**src/rtl/servo_seq_pkg.sv**
```systemverilog
// Package: shared types for the sequential servo pulse generator.
// Assumes nothing beyond the two-phase life of the sequencer.
package servo_seq_pkg;

    // Sequencer phase: initial idle wait, then the endless pulse train.
    typedef enum logic {
        PH_WAIT  = 1'b0,
        PH_TRAIN = 1'b1
    } seq_phase_t;

endpackage

```
**src/rtl/servo_pos_file.sv**
```systemverilog
// Module: servo_pos_file
// Holds one position word for each channel. It has a single write port and
// a single combinational read port. Assumes the write channel is always
// below NUM_CH. Every entry resets to zero.
module servo_pos_file #(
    parameter int NUM_CH = 8,
    parameter int POS_W  = 8,
    localparam int CH_W  = $clog2(NUM_CH)
) (
    input  logic             clk,
    input  logic             rst_n,
    input  logic             wr_en,
    input  logic [CH_W-1:0]  wr_chan,
    input  logic [POS_W-1:0] wr_pos,
    input  logic [CH_W-1:0]  rd_chan,
    output logic [POS_W-1:0] rd_pos
);

    logic [POS_W-1:0] entry_q [NUM_CH];

    for (genvar g = 0; g < NUM_CH; g++) begin : g_entry
        // Store the new value when this entry is addressed; clear on reset.
        always_ff @(posedge clk) begin
            if (!rst_n)
                entry_q[g] <= '0;
            else if (wr_en && (wr_chan == CH_W'(g)))
                entry_q[g] <= wr_pos;
        end
    end

    // Combinational read of the addressed entry.
    always_comb rd_pos = entry_q[rd_chan];

    // a write lands in the addressed entry on the following cycle.
    a_r8_write_lands: assert property (@(posedge clk) disable iff (!rst_n)
        wr_en |=> (entry_q[$past(wr_chan)] == $past(wr_pos)));

endmodule

```
**src/rtl/servo_len_calc.sv**
```systemverilog
// Module: servo_len_calc
// Maps a position word to a pulse length in clocks: the position shifted
// left by SCALE_SHIFT plus BASE_CYC. Purely combinational. Assumes CNT_W
// can hold the largest result.
module servo_len_calc #(
    parameter int POS_W       = 8,
    parameter int SCALE_SHIFT = 4,
    parameter int BASE_CYC    = 3952,
    parameter int CNT_W       = 13
) (
    input  logic [POS_W-1:0] pos,
    output logic [CNT_W-1:0] cycles
);

    // Scale and offset the position.
    always_comb cycles = CNT_W'(BASE_CYC) + (CNT_W'(pos) << SCALE_SHIFT);

endmodule

```
**src/rtl/servo_interval_timer.sv**
```systemverilog
// Module: servo_interval_timer
// Down-counter that marks the last cycle of each interval. On that cycle it
// reloads itself from load_len, so intervals follow each other with no gap.
// After reset the first interval is IDLE_CYC long. Assumes load_len >= 1.
module servo_interval_timer #(
    parameter int CNT_W    = 13,
    parameter int IDLE_CYC = 4096
) (
    input  logic             clk,
    input  logic             rst_n,
    input  logic [CNT_W-1:0] load_len,
    output logic             last_cyc
);

    logic [CNT_W-1:0] remain_q;

    // Flag the final cycle of the current interval.
    always_comb last_cyc = (remain_q == CNT_W'(1));

    // Count down; reload on the final cycle; start with the idle interval.
    always_ff @(posedge clk) begin
        if (!rst_n)
            remain_q <= CNT_W'(IDLE_CYC);
        else if (last_cyc)
            remain_q <= load_len;
        else
            remain_q <= remain_q - CNT_W'(1);
    end

    // the counter never sits at zero.
    a_r3_never_zero: assert property (@(posedge clk) disable iff (!rst_n)
        remain_q != '0);

    // one step down per cycle inside an interval.
    a_r3_steps_down: assert property (@(posedge clk) disable iff (!rst_n)
        !last_cyc |=> (remain_q == $past(remain_q) - CNT_W'(1)));

    // a new interval starts with the length that was offered.
    a_r3_reload: assert property (@(posedge clk) disable iff (!rst_n)
        last_cyc |=> (remain_q == $past(load_len)));

endmodule

```
**src/rtl/servo_pulse_seq.sv**
```systemverilog
// Module: servo_pulse_seq
// Top of the sequential servo pulse generator. It serves the channels in a
// fixed rotation, reads the served channel's position from the local file,
// turns it into a pulse length and drives that channel's line for exactly
// that many clocks. Assumes a 4 MHz clock for the 1-2 ms pulse range.
module servo_pulse_seq
    import servo_seq_pkg::*;
#(
    parameter int NUM_CH      = 8,
    parameter int POS_W       = 8,
    parameter int SCALE_SHIFT = 4,
    parameter int BASE_CYC    = 3952,
    parameter int IDLE_CYC    = 4096,
    localparam int CH_W       = $clog2(NUM_CH),
    localparam int MAX_PULSE  = ((2**POS_W) - 1) * (2**SCALE_SHIFT) + BASE_CYC,
    localparam int TOP_CYC    = (MAX_PULSE > IDLE_CYC) ? MAX_PULSE : IDLE_CYC,
    localparam int CNT_W      = $clog2(TOP_CYC + 1)
) (
    input  logic              clk,
    input  logic              rst_n,
    input  logic              set_en,
    input  logic [CH_W-1:0]   set_chan,
    input  logic [POS_W-1:0]  set_pos,
    output logic [NUM_CH-1:0] pulse_o
);

    logic [CH_W-1:0]   serve_q;
    logic [POS_W-1:0]  serve_pos;
    logic [CNT_W-1:0]  serve_len;
    logic              last_cyc;
    logic [NUM_CH-1:0] line_q;
    seq_phase_t        phase_q;

    servo_pos_file #(
        .NUM_CH (NUM_CH),
        .POS_W  (POS_W)
    ) i_pos_file (
        .clk     (clk),
        .rst_n   (rst_n),
        .wr_en   (set_en),
        .wr_chan (set_chan),
        .wr_pos  (set_pos),
        .rd_chan (serve_q),
        .rd_pos  (serve_pos)
    );

    servo_len_calc #(
        .POS_W       (POS_W),
        .SCALE_SHIFT (SCALE_SHIFT),
        .BASE_CYC    (BASE_CYC),
        .CNT_W       (CNT_W)
    ) i_len_calc (
        .pos    (serve_pos),
        .cycles (serve_len)
    );

    servo_interval_timer #(
        .CNT_W    (CNT_W),
        .IDLE_CYC (IDLE_CYC)
    ) i_timer (
        .clk      (clk),
        .rst_n    (rst_n),
        .load_len (serve_len),
        .last_cyc (last_cyc)
    );

    // Advance the served channel at each interval boundary, wrapping at the end.
    always_ff @(posedge clk) begin
        if (!rst_n)
            serve_q <= '0;
        else if (last_cyc)
            serve_q <= (serve_q == CH_W'(NUM_CH - 1)) ? '0 : serve_q + CH_W'(1);
    end

    // Drop the old line and raise the served channel's line at each boundary.
    always_ff @(posedge clk) begin
        if (!rst_n)
            line_q <= '0;
        else if (last_cyc)
            line_q <= NUM_CH'(1) << serve_q;
    end

    // Leave the idle wait at the first boundary and never return to it.
    always_ff @(posedge clk) begin
        if (!rst_n)
            phase_q <= PH_WAIT;
        else if (last_cyc)
            phase_q <= PH_TRAIN;
    end

    // Drive the outputs from the line register.
    always_comb pulse_o = line_q;

    // never more than one line high.
    a_r6_single_line: assert property (@(posedge clk) disable iff (!rst_n)
        $onehot0(pulse_o));

    // every line stays low during the idle wait.
    a_r2_quiet_wait: assert property (@(posedge clk) disable iff (!rst_n)
        (phase_q == PH_WAIT) |-> (pulse_o == '0));

    // once a line is high, some line stays high.
    a_r5_no_gap: assert property (@(posedge clk) disable iff (!rst_n)
        (pulse_o != '0) |=> (pulse_o != '0));

    // at a boundary during the train the high line moves up by one, wrapping.
    a_r4_rotation: assert property (@(posedge clk) disable iff (!rst_n)
        (last_cyc && (pulse_o != '0)) |=>
            (pulse_o == {$past(pulse_o[NUM_CH-2:0]), $past(pulse_o[NUM_CH-1])}));

    // between boundaries the lines hold steady.
    a_r5_hold: assert property (@(posedge clk) disable iff (!rst_n)
        !last_cyc |=> $stable(pulse_o));

endmodule

```
**config.mk**
```make
export PLATFORM = sky130hd
export DESIGN_NAME = servo_pulse_seq
export DESIGN_NICKNAME = d
export VERILOG_FILES = /design/src/rtl/servo_seq_pkg.sv /design/src/rtl/servo_pos_file.sv /design/src/rtl/servo_len_calc.sv /design/src/rtl/servo_interval_timer.sv /design/src/rtl/servo_pulse_seq.sv
export SDC_FILE = /design/constraint.sdc
export NUM_CORES = 1
export LEC_CHECK = 0
export BUFFER_PORTS_ARGS = -buffer_cell sky130_fd_sc_hd__buf_2
export CAP_MARGIN = 0
export CORE_MARGIN = 2
export CORE_UTILIZATION = 60
export CTS_CLUSTER_DIAMETER = 30
export CTS_CLUSTER_SIZE = 10
export DETAILED_ROUTE_END_ITERATION = 8
export PLACE_DENSITY_LB_ADDON = 0.1
export SETUP_SLACK_MARGIN = 0.3
export SKIP_LAST_GASP = 1
export SLEW_MARGIN = 15
export SYNTH_ARGS = -nofsm -noshare
export SYNTH_HDL_FRONTEND = slang
export SYNTH_SLANG_ARGS = --single-unit
```
**constraint.sdc**
```tcl
create_clock -name clk -period 2.9 [get_ports clk]
set_input_delay 0.145 -clock clk [delete_from_list [all_inputs] [get_ports clk]]
set_output_delay 0.145 -clock clk [all_outputs]
set_load 0.02 [all_outputs]
```
==> results.rst <==
.. list-table::
   :header-rows: 1

   * - Metric
     - Value
   * - Status
     - finished, final reports clean
   * - Time the worst path needs with I/O delays and setup
     - 2.260 ns
   * - Number of buffers inserted by port buffering
     - 21
   * - Crit path launch type
     - register
   * - Part of the Yosys area used for sequential elements
     - 54.96%
   * - Count of final hold-check violations
     - 0
   * - Part of the total power dissipated in the clock network
     - 29.1%
   * - Remaining global-route overflow
     - 0
   * - Final Cycle Share
     - 77.95%
   * - Post-synth EDFFs
     - 64
   * - Area Overhead vs Synth
     - 9.187%
   * - 1st-pass router iterations
     - 4
   * - Final setup violating endpoints
     - 0
   * - Hold Crit Start
     - set_pos[6]
   * - Arrival time reported for the critical path endpoint
     - 2.52 ns
   * - Setup_tns
     - 0 ns
   * - Cell type contributing the most total cell area after synthesis
     - sky130_fd_sc_hd__edfxtp_1
   * - Core region area
     - 7253 sq um
   * - HP Class
     - input port to register
   * - Global-route usage over all layers
     - 22.74%
   * - Worst-case clock skew
     - 0.008659 ns
   * - Total Wirelength
     - 8692 microns
   * - Deepest clock path buffer count
     - 2
   * - Die span in y
     - 90.42 microns
   * - Row Count
     - 31
   * - Sw frac
     - 26.82%
   * - Synthesized netlist net count
     - 366
   * - Maximum clock frequency
     - 442.4 MHz
   * - Final routed wire length divided by cell count
     - 18.07 microns
   * - H-tree Lvls
     - 3
   * - Seq pwr share
     - 54.2%
   * - Area share of the largest cell type after synthesis
     - 42.89%
   * - Primary flip-flop cell chosen by synthesis mapping
     - sky130_fd_sc_hd__edfxtp_1
   * - Endpoint class of the critical path
     - register
   * - Internal Dissipation
     - 2.156 mW
   * - Logic pwr share
     - 16.7%
   * - Area of the die
     - 8175 sq um
   * - Startpoint-to-endpoint class of the critical path
     - register to register
   * - Library cell with the highest instance count after synthesis
     - sky130_fd_sc_hd__and2_1
   * - Max IR drop VDD
     - 0.0003326 V
   * - Post-layout util
     - 67.45%
   * - Via Count
     - 2724
   * - Clock buffers created by TritonCTS
     - 9
   * - Data required time at the worst endpoint
     - 3.15 ns
   * - Slew at the pin with the worst max-slew slack
     - 0.8337 ns
   * - CTS clk-pin slew, worst paths
     - 0.09 ns
   * - # Max-Cap Violations
     - 0
   * - Power per cell area
     - 602.3 nW/um^2
   * - Top-level port count
     - 22
   * - Vias in the first global route
     - 2620
   * - Cell count after synthesis
     - 343
   * - Fin area
     - 4892 sq um
   * - NumNets Final
     - 401
   * - Max-slew headroom
     - 43.83%
   * - Final ANT Viol Nets
     - 0
   * - Insertion delay to the later sink of the worst-skew pair
     - 0.35 ns
   * - Hold_buf cts
     - 0
   * - Width of the die
     - 90.42 microns
   * - Average size of a mapped cell
     - 13.06 sq um
   * - Clock Root Buffer
     - sky130_fd_sc_hd__clkbuf_8
   * - Setup repair after global routing missed its margin
     - no
   * - DRC violations left
     - 0
   * - Flip-flop and latch count after synthesis
     - 91
   * - Slew Limit Fails
     - 0
   * - Initial DRC count
     - 127
   * - Avg Vias per Cell
     - 5.663
   * - Synth top area cells
     - sky130_fd_sc_hd__edfxtp_1 43%, sky130_fd_sc_hd__dfxtp_1 12%, sky130_fd_sc_hd__and2_1 9.2%, sky130_fd_sc_hd__mux4_1 5.3%, sky130_fd_sc_hd__mux4_2 4.5%
   * - Number of warnings issued by yosys
     - 0
   * - Global-route wire length before repair
     - 13950 microns
   * - Maximum number of pins on one net before global-route repair
     - 32
   * - Synth cell count leaders
     - 66 x sky130_fd_sc_hd__and2_1, 64 x sky130_fd_sc_hd__edfxtp_1, 30 x sky130_fd_sc_hd__nand2_1
   * - Net switching power
     - 790.2 uW
   * - Cell area after technology mapping
     - 4481 sq um
   * - Number of inserted diodes
     - 0
   * - Gp weighted congestion
     - 0.8462
   * - Share of synthesized flip-flops with an asynchronous set or reset
     - 0%
   * - Post-cts resize count
     - 0
   * - P_leak
     - 1.826 nW
   * - Largest fanout of any net on the critical path
     - 5
   * - Final HPWL DP
     - 6448 microns
   * - Fraction of final layout cells with drive strength greater than 1
     - 18.85%
   * - Number of different library cells in the post-synthesis netlist
     - 52
   * - Starting Density
     - 61.77%
   * - Clock tree from TritonCTS
     - built
   * - Antenna violations before repair
     - 0
   * - Placement Cell Area
     - 4696 sq um
   * - Number of sinks on the clock net
     - 91
   * - Post-CTS Setup Inserts
     - 0
-- cell usage in the layout, fill, tap and decap left out, drive strengths merged, types with 8 or more instances in the layout --
cell	netlist	final
a21boi	10	10
and2	67	67
buf	7	36
clkbuf	4	9
dfxtp	27	27
edfxtp	64	64
ha	9	9
inv	6	9
mux4	18	18
nand2	31	31
nand3	12	12
nor2	16	16
o21ai	10	10
xnor2	8	8
-- cell families after synthesis --
kind of cell	after synthesis	synth area share (%)
XOR/XNOR	11	2.150
flip-flops	91	54.96
AO/OA/AOI/OAI	34	5.194
multiplexers	26	12.51
buffers and inverters	19	3.714
adder cells (fa/ha/maj)	9	2.513
AND/OR/NAND/NOR	153	18.96
-- sequential cells by signal, indices dropped and copies added (netlist names), named ones only --
name                count
i_pos_file.entry_q     64
serve_q                 3
i_timer.remain_q       13
pulse_o                 8
-- metrics by stage --
step	total power [mW]	hold WS, ns	instances	setup WS, ns
after global placement	2.105	0.4372	466	0.6943
after global routing	3.092	0.1499	481	0.3800
after floorplan	1.988	0.3068	343	0.8065
after CTS	2.967	0.1418	481	0.6165
after detailed placement	2.119	0.4437	466	0.6326
final	2.946	0.1487	481	0.6395
-- area by class of cell --
class / count / area, sq um
repair buffers: 36 / 217.7
clock buffers: 9 / 123.9
multi-input cells: 233 / 1852
fillers: 554 / 2361
inverters: 7 / 40.04
well taps: 99 / 123.9
clock inverters: 6 / 72.57
flip-flops and latches: 91 / 2462
-- worst max-delay path, stage by stage, from the launching register on --
cell	delay, ns
sky130_fd_sc_hd__dfxtp_1	0.44
sky130_fd_sc_hd__mux4_1	0.62
sky130_fd_sc_hd__mux2i_4	0.20
sky130_fd_sc_hd__ha_1	0.18
sky130_fd_sc_hd__inv_1	0.07
sky130_fd_sc_hd__o211ai_1	0.23
sky130_fd_sc_hd__nand4_1	0.15
sky130_fd_sc_hd__o311ai_1	0.28
-- final timing paths --
path / end / slack, ns / depth (start not counted)
worst max-delay path: i_timer.remain_q[10] / 0.64 / 7
worst min-delay path: i_pos_file.entry_q[4][6] / 0.15 / 2
worst max register to register: i_timer.remain_q[10] / 0.64 / 7
worst min register to register: pulse_o[7] / 0.45 / 2
-- layer usage --
layer	up-vias	track usage, %	share of wire (%)
li1	1320	-	-
met4	0	8.077	0.53
met3	4	4.090	4.8
met2	66	35.78	49
met5	-	0	0
met1	1334	32.24	45
-- power groups by stage --
stage | logic [mW] | registers [mW] | clock network, mW
3_5_place_dp | 0.491 | 1.63 | 0
5_1_grt | 0.553 | 1.61 | 0.926
6_report | 0.492 | 1.60 | 0.857
2_1_floorplan | 0.389 | 1.60 | 0
4_1_cts | 0.495 | 1.60 | 0.875
3_3_place_gp | 0.480 | 1.62 | 0
Power figures use the tool's default switching activity.
